## src/rtl/qdac_pkg.sv

```systemverilog
package qdac_pkg;
  localparam int NCH     = 4;
  localparam int FRAME_W = 16;
  localparam int FIELD_W = 12;

  typedef struct packed {
    logic [1:0]         addr;
    logic               pd;
    logic               ld;
    logic [FIELD_W-1:0] data;
  } frame_t;
endpackage

```

## src/rtl/qdac_serial_rx.sv

```systemverilog
module qdac_serial_rx
  import qdac_pkg::*;
#(
  parameter int SYNC_STAGES = 2
) (
  input  logic               clk_i,
  input  logic               rst_ni,
  input  logic               sclk_i,
  input  logic               sync_ni,
  input  logic               din_i,
  output logic               valid_o,
  output logic [FRAME_W-1:0] frame_o
);
  localparam int CNT_W = $clog2(FRAME_W + 2);
  localparam logic [CNT_W-1:0] CNT_OK  = CNT_W'(FRAME_W);
  localparam logic [CNT_W-1:0] CNT_MAX = CNT_W'(FRAME_W + 1);

  logic [SYNC_STAGES-1:0] sclk_sr, sync_sr, din_sr;
  logic sclk_s, sync_s, din_s, sclk_d, sync_d;
  logic sclk_fall, sync_rise;
  logic [CNT_W-1:0]   cnt_q;
  logic [FRAME_W-1:0] shift_q;

  always_ff @(posedge clk_i or negedge rst_ni) begin
    if (!rst_ni) begin
      sclk_sr <= '0;
      sync_sr <= '1;
      din_sr  <= '0;
      sclk_d  <= 1'b0;
      sync_d  <= 1'b1;
    end else begin
      sclk_sr <= {sclk_sr[SYNC_STAGES-2:0], sclk_i};
      sync_sr <= {sync_sr[SYNC_STAGES-2:0], sync_ni};
      din_sr  <= {din_sr[SYNC_STAGES-2:0], din_i};
      sclk_d  <= sclk_s;
      sync_d  <= sync_s;
    end
  end

  assign sclk_s    = sclk_sr[SYNC_STAGES-1];
  assign sync_s    = sync_sr[SYNC_STAGES-1];
  assign din_s     = din_sr[SYNC_STAGES-1];
  assign sclk_fall = sclk_d & ~sclk_s;
  assign sync_rise = ~sync_d & sync_s;

  // count saturates one past a full word so long frames are rejected
  always_ff @(posedge clk_i or negedge rst_ni) begin
    if (!rst_ni) begin
      cnt_q   <= '0;
      shift_q <= '0;
    end else if (sync_s) begin
      cnt_q <= '0;
    end else if (sclk_fall) begin
      shift_q <= {shift_q[FRAME_W-2:0], din_s};
      if (cnt_q != CNT_MAX) cnt_q <= cnt_q + 1'b1;
    end
  end

  assign valid_o = sync_rise && (cnt_q == CNT_OK);
  assign frame_o = shift_q;

  p_cnt_clear_r1: assert property (@(posedge clk_i) disable iff (!rst_ni)
    valid_o |=> (cnt_q == '0));
  p_frame_hold_r1: assert property (@(posedge clk_i) disable iff (!rst_ni)
    !(sclk_fall && !sync_s) |=> $stable(shift_q));
endmodule

```

## src/rtl/qdac_regbank.sv

```systemverilog
module qdac_regbank
  import qdac_pkg::*;
#(
  parameter int RES = 12
) (
  input  logic               clk_i,
  input  logic               rst_ni,
  input  logic               valid_i,
  input  logic [FRAME_W-1:0] frame_i,
  output logic [NCH*RES-1:0] code_o,
  output logic               pd_o
);
  frame_t               frm;
  logic [RES-1:0]       data_w;
  logic [NCH-1:0][RES-1:0] in_q, dac_q;
  logic                 pd_q;

  assign frm    = frame_t'(frame_i);
  assign data_w = frm.data[FIELD_W-1 -: RES];

  always_ff @(posedge clk_i or negedge rst_ni) begin
    if (!rst_ni) begin
      in_q  <= '0;
      dac_q <= '0;
      pd_q  <= 1'b0;
    end else if (valid_i) begin
      in_q[frm.addr] <= data_w;
      pd_q           <= frm.pd;
      if (frm.ld) begin
        for (int i = 0; i < NCH; i++)
          dac_q[i] <= (2'(i) == frm.addr) ? data_w : in_q[i];
      end
    end
  end

  for (genvar g = 0; g < NCH; g++) begin : g_out
    assign code_o[g*RES +: RES] = dac_q[g];
  end
  assign pd_o = pd_q;

  p_in_write_r4: assert property (@(posedge clk_i) disable iff (!rst_ni)
    valid_i |=> in_q[$past(frm.addr)] == $past(data_w));
  p_load_copy_r5: assert property (@(posedge clk_i) disable iff (!rst_ni)
    (valid_i && frm.ld) |=> dac_q[$past(frm.addr)] == $past(data_w));
  p_dac_hold_r6: assert property (@(posedge clk_i) disable iff (!rst_ni)
    !(valid_i && frm.ld) |=> $stable(dac_q));
  p_pd_hold_r7: assert property (@(posedge clk_i) disable iff (!rst_ni)
    !valid_i |=> $stable(pd_q));
  p_pd_keeps_codes_r8: assert property (@(posedge clk_i) disable iff (!rst_ni)
    (valid_i && !frm.ld) |=> $stable(code_o));
endmodule

```

## src/rtl/qdac_ctrl.sv

```systemverilog
module qdac_ctrl
  import qdac_pkg::*;
#(
  parameter int RES         = 12,
  parameter int SYNC_STAGES = 2
) (
  input  logic               clk_i,
  input  logic               rst_ni,
  input  logic               sclk_i,
  input  logic               sync_ni,
  input  logic               din_i,
  output logic [NCH*RES-1:0] code_o,
  output logic               pd_o
);
  logic               valid_w;
  logic [FRAME_W-1:0] frame_w;

  initial begin
    assert (RES == 8 || RES == 10 || RES == 12);
    assert (SYNC_STAGES >= 2);
  end

  qdac_serial_rx #(.SYNC_STAGES(SYNC_STAGES)) u_rx (
    .clk_i   (clk_i),
    .rst_ni  (rst_ni),
    .sclk_i  (sclk_i),
    .sync_ni (sync_ni),
    .din_i   (din_i),
    .valid_o (valid_w),
    .frame_o (frame_w)
  );

  qdac_regbank #(.RES(RES)) u_regs (
    .clk_i   (clk_i),
    .rst_ni  (rst_ni),
    .valid_i (valid_w),
    .frame_i (frame_w),
    .code_o  (code_o),
    .pd_o    (pd_o)
  );
endmodule

```

## config.mk

```make
export PLATFORM = sky130hd
export DESIGN_NAME = qdac_ctrl
export DESIGN_NICKNAME = d
export VERILOG_FILES = /design/src/rtl/qdac_pkg.sv /design/src/rtl/qdac_serial_rx.sv /design/src/rtl/qdac_regbank.sv /design/src/rtl/qdac_ctrl.sv
export SDC_FILE = /design/constraint.sdc
export NUM_CORES = 1
export LEC_CHECK = 0
export BUFFER_PORTS_ARGS = -buffer_cell sky130_fd_sc_hd__buf_4
export CAP_MARGIN = 15
export CORE_UTILIZATION = 45
export DETAILED_ROUTE_END_ITERATION = 12
export GPL_ROUTABILITY_DRIVEN = 0
export PLACE_DENSITY = 0.72
export REMOVE_ABC_BUFFERS = 1
export SYNTH_ARGS = -nofsm -noshare
export SYNTH_HDL_FRONTEND = slang
export SYNTH_SLANG_ARGS = --single-unit
```

## constraint.sdc

```tcl
create_clock -name clk_i -period 2.3 [get_ports clk_i]
set_clock_uncertainty 0.05 [all_clocks]
set_input_delay 0.345 -clock clk_i [delete_from_list [all_inputs] [get_ports clk_i]]
set_output_delay 0.345 -clock clk_i [all_outputs]
set_load 0.02 [all_outputs]
```

After elaboration in Yosys (flattened, before gate mapping)
Cells that the tools add are included.
Storage, ports and cells
  register bits: 126
  bits of input ports: 5
  logic and storage cells: 47
Cells by class
  $add $sub $neg: 1
  magnitude comparators: 2
  eq/ne operators: 5
  mux-type cells: 10
  bitwise operators: 5
  reduce and logical (&&, ||, !) cells: 8
Operators with widths (number)
  $mux W12: 5
  $bwmux W48: 1
  $demux W12 S2: 1
  $mux W5: 3
  $reduce_and A2 Y1: 3
  $add A5 B1 Y5 const B: 1
  $eq A5 B5 Y1 const B: 1
  $ne A5 B5 Y1 const B: 1
  $eq A2 B2 Y1 const A: 2
  $reduce_bool A2 Y1: 2
  $lt A2 B3 Y1 const B: 1
  $not A1 Y1: 3
  $and A1 B1 Y1: 2
  $eq A1 B2 Y1 const A: 1
  $ge A2 B1 Y1 const B: 1
  $logic_and A1 B1 Y1: 2
  $logic_not A2 Y1: 1

Logic depth before layout (Yosys ltp)
  depth in word-level cells: 5
  mapped depth: 7

Cells and area by module
A second synthesis with hierarchy kept.
Unflattened totals
  cell total of the unflattened synthesis: 397
  area total of the unflattened synthesis: 5241.3 um^2
By module, submodules not included
  qdac_regbank: times used 1, cells each 319, area each 4038.9 um^2
  qdac_serial_rx: times used 1, cells each 78, area each 1202.4 um^2

Worst setup path before layout
OpenSTA, ideal clock, no wires.
  path kind: register -> register
  start: register u_rx.cnt_q[3]
  end: register u_regs.dac_q (netlist bit u_regs.code_o[10])
  library setup time: 125 ps
  arrival: 1883 ps
  path slack: 242 ps
  cell stages (with the launch flop): 6
  cell sequence: dfrtp_1 or3b_2 nor4_2 buf_4 buf_4 mux2_2
On the way
  cells in the longest elaborated chain, start to end: 3
RTL lines
  start, declared: RTL line qdac_serial_rx.sv:21  | logic [CNT_W-1:0] cnt_q;
  start signal, assigned: RTL line qdac_serial_rx.sv:55  | if (cnt_q != CNT_MAX) cnt_q <= cnt_q + 1'b1;
  $eq A5 B5 Y1: RTL line qdac_serial_rx.sv:59  | assign valid_o = sync_rise && (cnt_q == CNT_OK);
  $logic_and A1 B1 Y1: RTL line qdac_serial_rx.sv:59
  $reduce_and A2 Y1 (no source line)
  end signal, assigned by index: RTL line qdac_regbank.sv:31  | dac_q[i] <= (2'(i) == frm.addr) ? data_w : in_q[i];
  end, declared: RTL line qdac_regbank.sv:15  | logic [NCH-1:0][RES-1:0] in_q, dac_q;
No other way between the ends.
A chain may end at the register's enable or synchronous reset.

Final worst setup path
  start: register u_rx.cnt_q[2]
  end: register u_regs.dac_q (netlist bit u_regs.code_o[7])
Same word-level chain as after synthesis.

==> impl_metrics.csv <==
group,metric,value,unit
outcome,status,"finished, violations left",
outcome,violations,"DRC",
clocking,clk_latency,0.41,ns
die,die-area,0.0125,sq mm
synth,synth_seq_cells,126,
timing,fin_crit,2.11,ns
worst_setup_path,path_max_fanout,19,
worst_setup_path,cpLargestDelayFamily,"simple AND/OR/NAND/NOR gates",
synth,synth_top_cell_by_area,"dfrtp_1",
drt,drt_iter0_drc,106,
synth,synth-adder-area-share,0.693,%
global_route,antenna_found_initial,0,
drt,routedWlPerCell,17.5,um
clocking,ctsHtreeMaxLevel,4,
worst_setup_path,cp_data_required_time,2.54,ns
drt,dr_total_vias,3021,
synth,yosys.area.top_type_share,56.8,%
synth,yosysMostFrequentCell,"mux2_2",
timing,slew_violations,0,
worst_setup_path,start_kind,"flip-flop",
die,die_h,112,um
clocking,cts.sinks,126,
synth,synth-seq-area-share,58.3,%
synth,netlist_top_cells_area,"dfrtp_1 (57%), mux2_2 (32%), mux2_4 (2.8%), dfstp_2 (1.5%), buf_1 (0.83%)",
clocking,cts_buffers,17,
timing,timing.slew.headroom,70.0,%
die,design.core.area,0.0116,sq mm
clocking,clkTransAtPathRegs,0.05,ns
power_and_ir_drop,p_leak,3.41,nW
timing,holdWs,0.301,ns
synth,muxShareOfSynthArea,34.7,%
clocking,cts_resized,0,
global_route,grt_max_degree,69,
worst_hold_path,hp-class,"reg2reg",
worst_setup_path,end_kind,"flip-flop",
die,die_w,112,um
synth,syn_inst,356,
timing,rsz0062_at_grt,"no",
timing,min_period_over_period,91.9,%
worst_setup_path,critPathSlowestCell,"or3b_2",
global_route,grt.total_usage,18.4,%
power_and_ir_drop,max-vdd-ir-drop,0.535,mV
die,num_io_pins,54,
layout,fin_util,57.7,%
drt,drtPass1Iterations,8,
die,start_util,46.9,%
timing,setup_ws,0.186,ns
worst_setup_path,worstPathCellList,"or3b_2 -> nor4_4 -> buf_4 -> mux2_2",
synth,yosys.area_share.simple,3.21,%
clocking,max-clock-path-buffers,2,
synth,synthTopCellsByCount,"mux2_2 (153), dfrtp_1 (123), buf_1 (12), mux2_4 (10), nor2_1 (7)",
job,maxCapViolCount,0,
worst_setup_path,path_class,"reg2reg",
drt,routed_wl,10100,um
synth,synthFlopType,"dfrtp_1",
synth,synth_compound_area_share,0.554,%
synth,syn-cell-area,0.00542,sq mm
power_and_ir_drop,p_total,5.36,mW
global_route,grt_pass1_vias,3263,
worst_setup_path,critPathMaxStageDelay,0.53,ns
clocking,cts_setup_buffers,0,
layout,drive_above_1_share,63.0,%
layout,area_growth_syn_to_layout,23.2,%
synth,synth_xor_area_share,0,%
layout,n_antenna_cell,0,
timing,hold_viol_final,0,
clocking,clock-root-buffer,"clkbuf_16",
clocking,ctsHoldBuffers,4,
clocking,cts_tree,"yes",
synth,synth_top_family_by_area,"multiplexers",
synth,ys_async_sr_fraction,100,%
timing,setup_viol,0,
synth,yosys_warnings,0,
die,num_rows,39,
power_and_ir_drop,cellPowerDensity,803,mW/mm^2
drt,via_per_inst,5.23,
synth,synth_area_per_cell,15.2,sq um
worst_setup_path,worstPathArrival,2.35,ns
timing,timing.fmax,473,MHz
drt,postRouteAntennaNets,0,
global_route,grt_pass1_wl,17200,um
global_route,gr-total-overflow,0,
layout,layout.nets,431,
placed_design,dp_slack,0.189,ns
placed_design,io_buffers,53,
drt,route.detailed.drc,3,
placed_design,dpl.hpwl,6560,um
timing,worstMarginPinSlew,0.449,ns
worst_setup_path,cp_num_buf_inv,1,
synth,synth_cell_types,29,
synth,synth_edf_count,0,
==> cell families after synthesis <==
group,Yosys count
buffers and inverters,30
AOI/OAI and AO/OA,5
muxes,164
and+or+nand+nor,28
adders and majority gates,3
DFF,126
==> cell usage in the layout, fill, tap and decap left out <==
cell type / n
o21ai_0: 1
clkinvlp_4: 3
ha_1: 3
clkinv_4: 1
mux2i_1: 1
bufinv_16: 3
nor3_2: 2
nand3_1: 1
a31oi_1: 1
buf_12: 1
a31o_2: 1
clkbuf_1: 1
mux2_4: 10
dlygate4sd3_1: 4
nand2_1: 2
nor3_1: 1
clkinv_2: 4
nor4_4: 1
mux2_2: 153
nor2b_1: 3
or3_1: 1
or3b_2: 1
a21oi_1: 2
buf_4: 70
nor2_1: 7
clkbuf_16: 17
nor4b_2: 1
or4b_1: 1
dfstp_2: 3
clkbuf_8: 2
dfrtp_1: 123
nand2b_1: 5
inv_1: 3
or4_4: 1
nand4_1: 1
==> worst register-to-register path: cells and delay by family (launching register included) <==
kind                   cells  cell delay, ns
and+or+nand+nor            2            0.80
muxes                      1            0.38
buffers and inverters      1            0.31
DFF                        1            0.44
==> stage by stage <==
step / instance area [sq um] / std cells / TNS (ns)
after floorplan: 5290 / 329 / -97.06
after global placement: 6040 / 543 / 0
after detailed placement: 6040 / 543 / 0
after CTS: 6670 / 578 / 0
after global routing: 6670 / 578 / 0
final: 6670 / 578 / 0
==> per-layer routing <==
metal	up-vias	share of wire, %	global-route usage (%)
met4	0	1.3	8.29
met3	9	3.3	5.01
met5	-	0	0
li1	1408	-	-
met1	1546	44	22.3
met2	58	51	30.5
==> power by group <==
group          switching [mW]  leakage (nW)  internal [mW]
combinational           0.101          1.39          0.125
sequential              0.159          1.73           2.29
clock                   0.936         0.288           1.75
==> sequential cells by signal, summed over array words and instances, names as in the netlist <==
register       count
u_rx.din_sr        2
u_rx.sync_sr       2
u_rx.cnt_q         5
u_rx.sync_d        1
u_regs.in_q       48
u_regs.pd_o        1
u_rx.sclk_d        1
u_rx.sclk_sr       2
u_regs.code_o     48
u_rx.frame_o      16
==> worst paths after layout <==
check / from / to / slack, ns / cells after the start
worst min-delay path: u_rx.sclk_sr[0]$_DFF_PN0_ / u_rx.sclk_sr[1]$_DFF_PN0_ / 0.30 / 0
max in group asynchronous: rst_ni / u_regs.code_o[19]$_DFFE_PN0P_ / 1.10 / 3
worst max register to register: u_rx.cnt_q[2]$_DFFE_PN0P_ / u_regs.code_o[7]$_DFFE_PN0P_ / 0.19 / 4
min in group asynchronous: rst_ni / u_rx.sclk_sr[0]$_DFF_PN0_ / 0.35 / 2
worst min register to register: u_rx.sclk_sr[0]$_DFF_PN0_ / u_rx.sclk_sr[1]$_DFF_PN0_ / 0.30 / 0
worst max-delay path: u_rx.cnt_q[2]$_DFFE_PN0P_ / u_regs.code_o[7]$_DFFE_PN0P_ / 0.19 / 4
==> area by class of cell <==
| class | instances | area, sq um |
|---|---|---|
| clock buffers | 20 | 457 |
| flip-flops and latches | 126 | 3160 |
| fillers | 901 | 4890 |
| inverters | 3 | 11.3 |
| multi-input cells | 200 | 2140 |
| repair buffers | 75 | 586 |
| well taps | 143 | 179 |
| clock inverters | 11 | 141 |
Note: power is estimated with default switching activity, not from simulation.
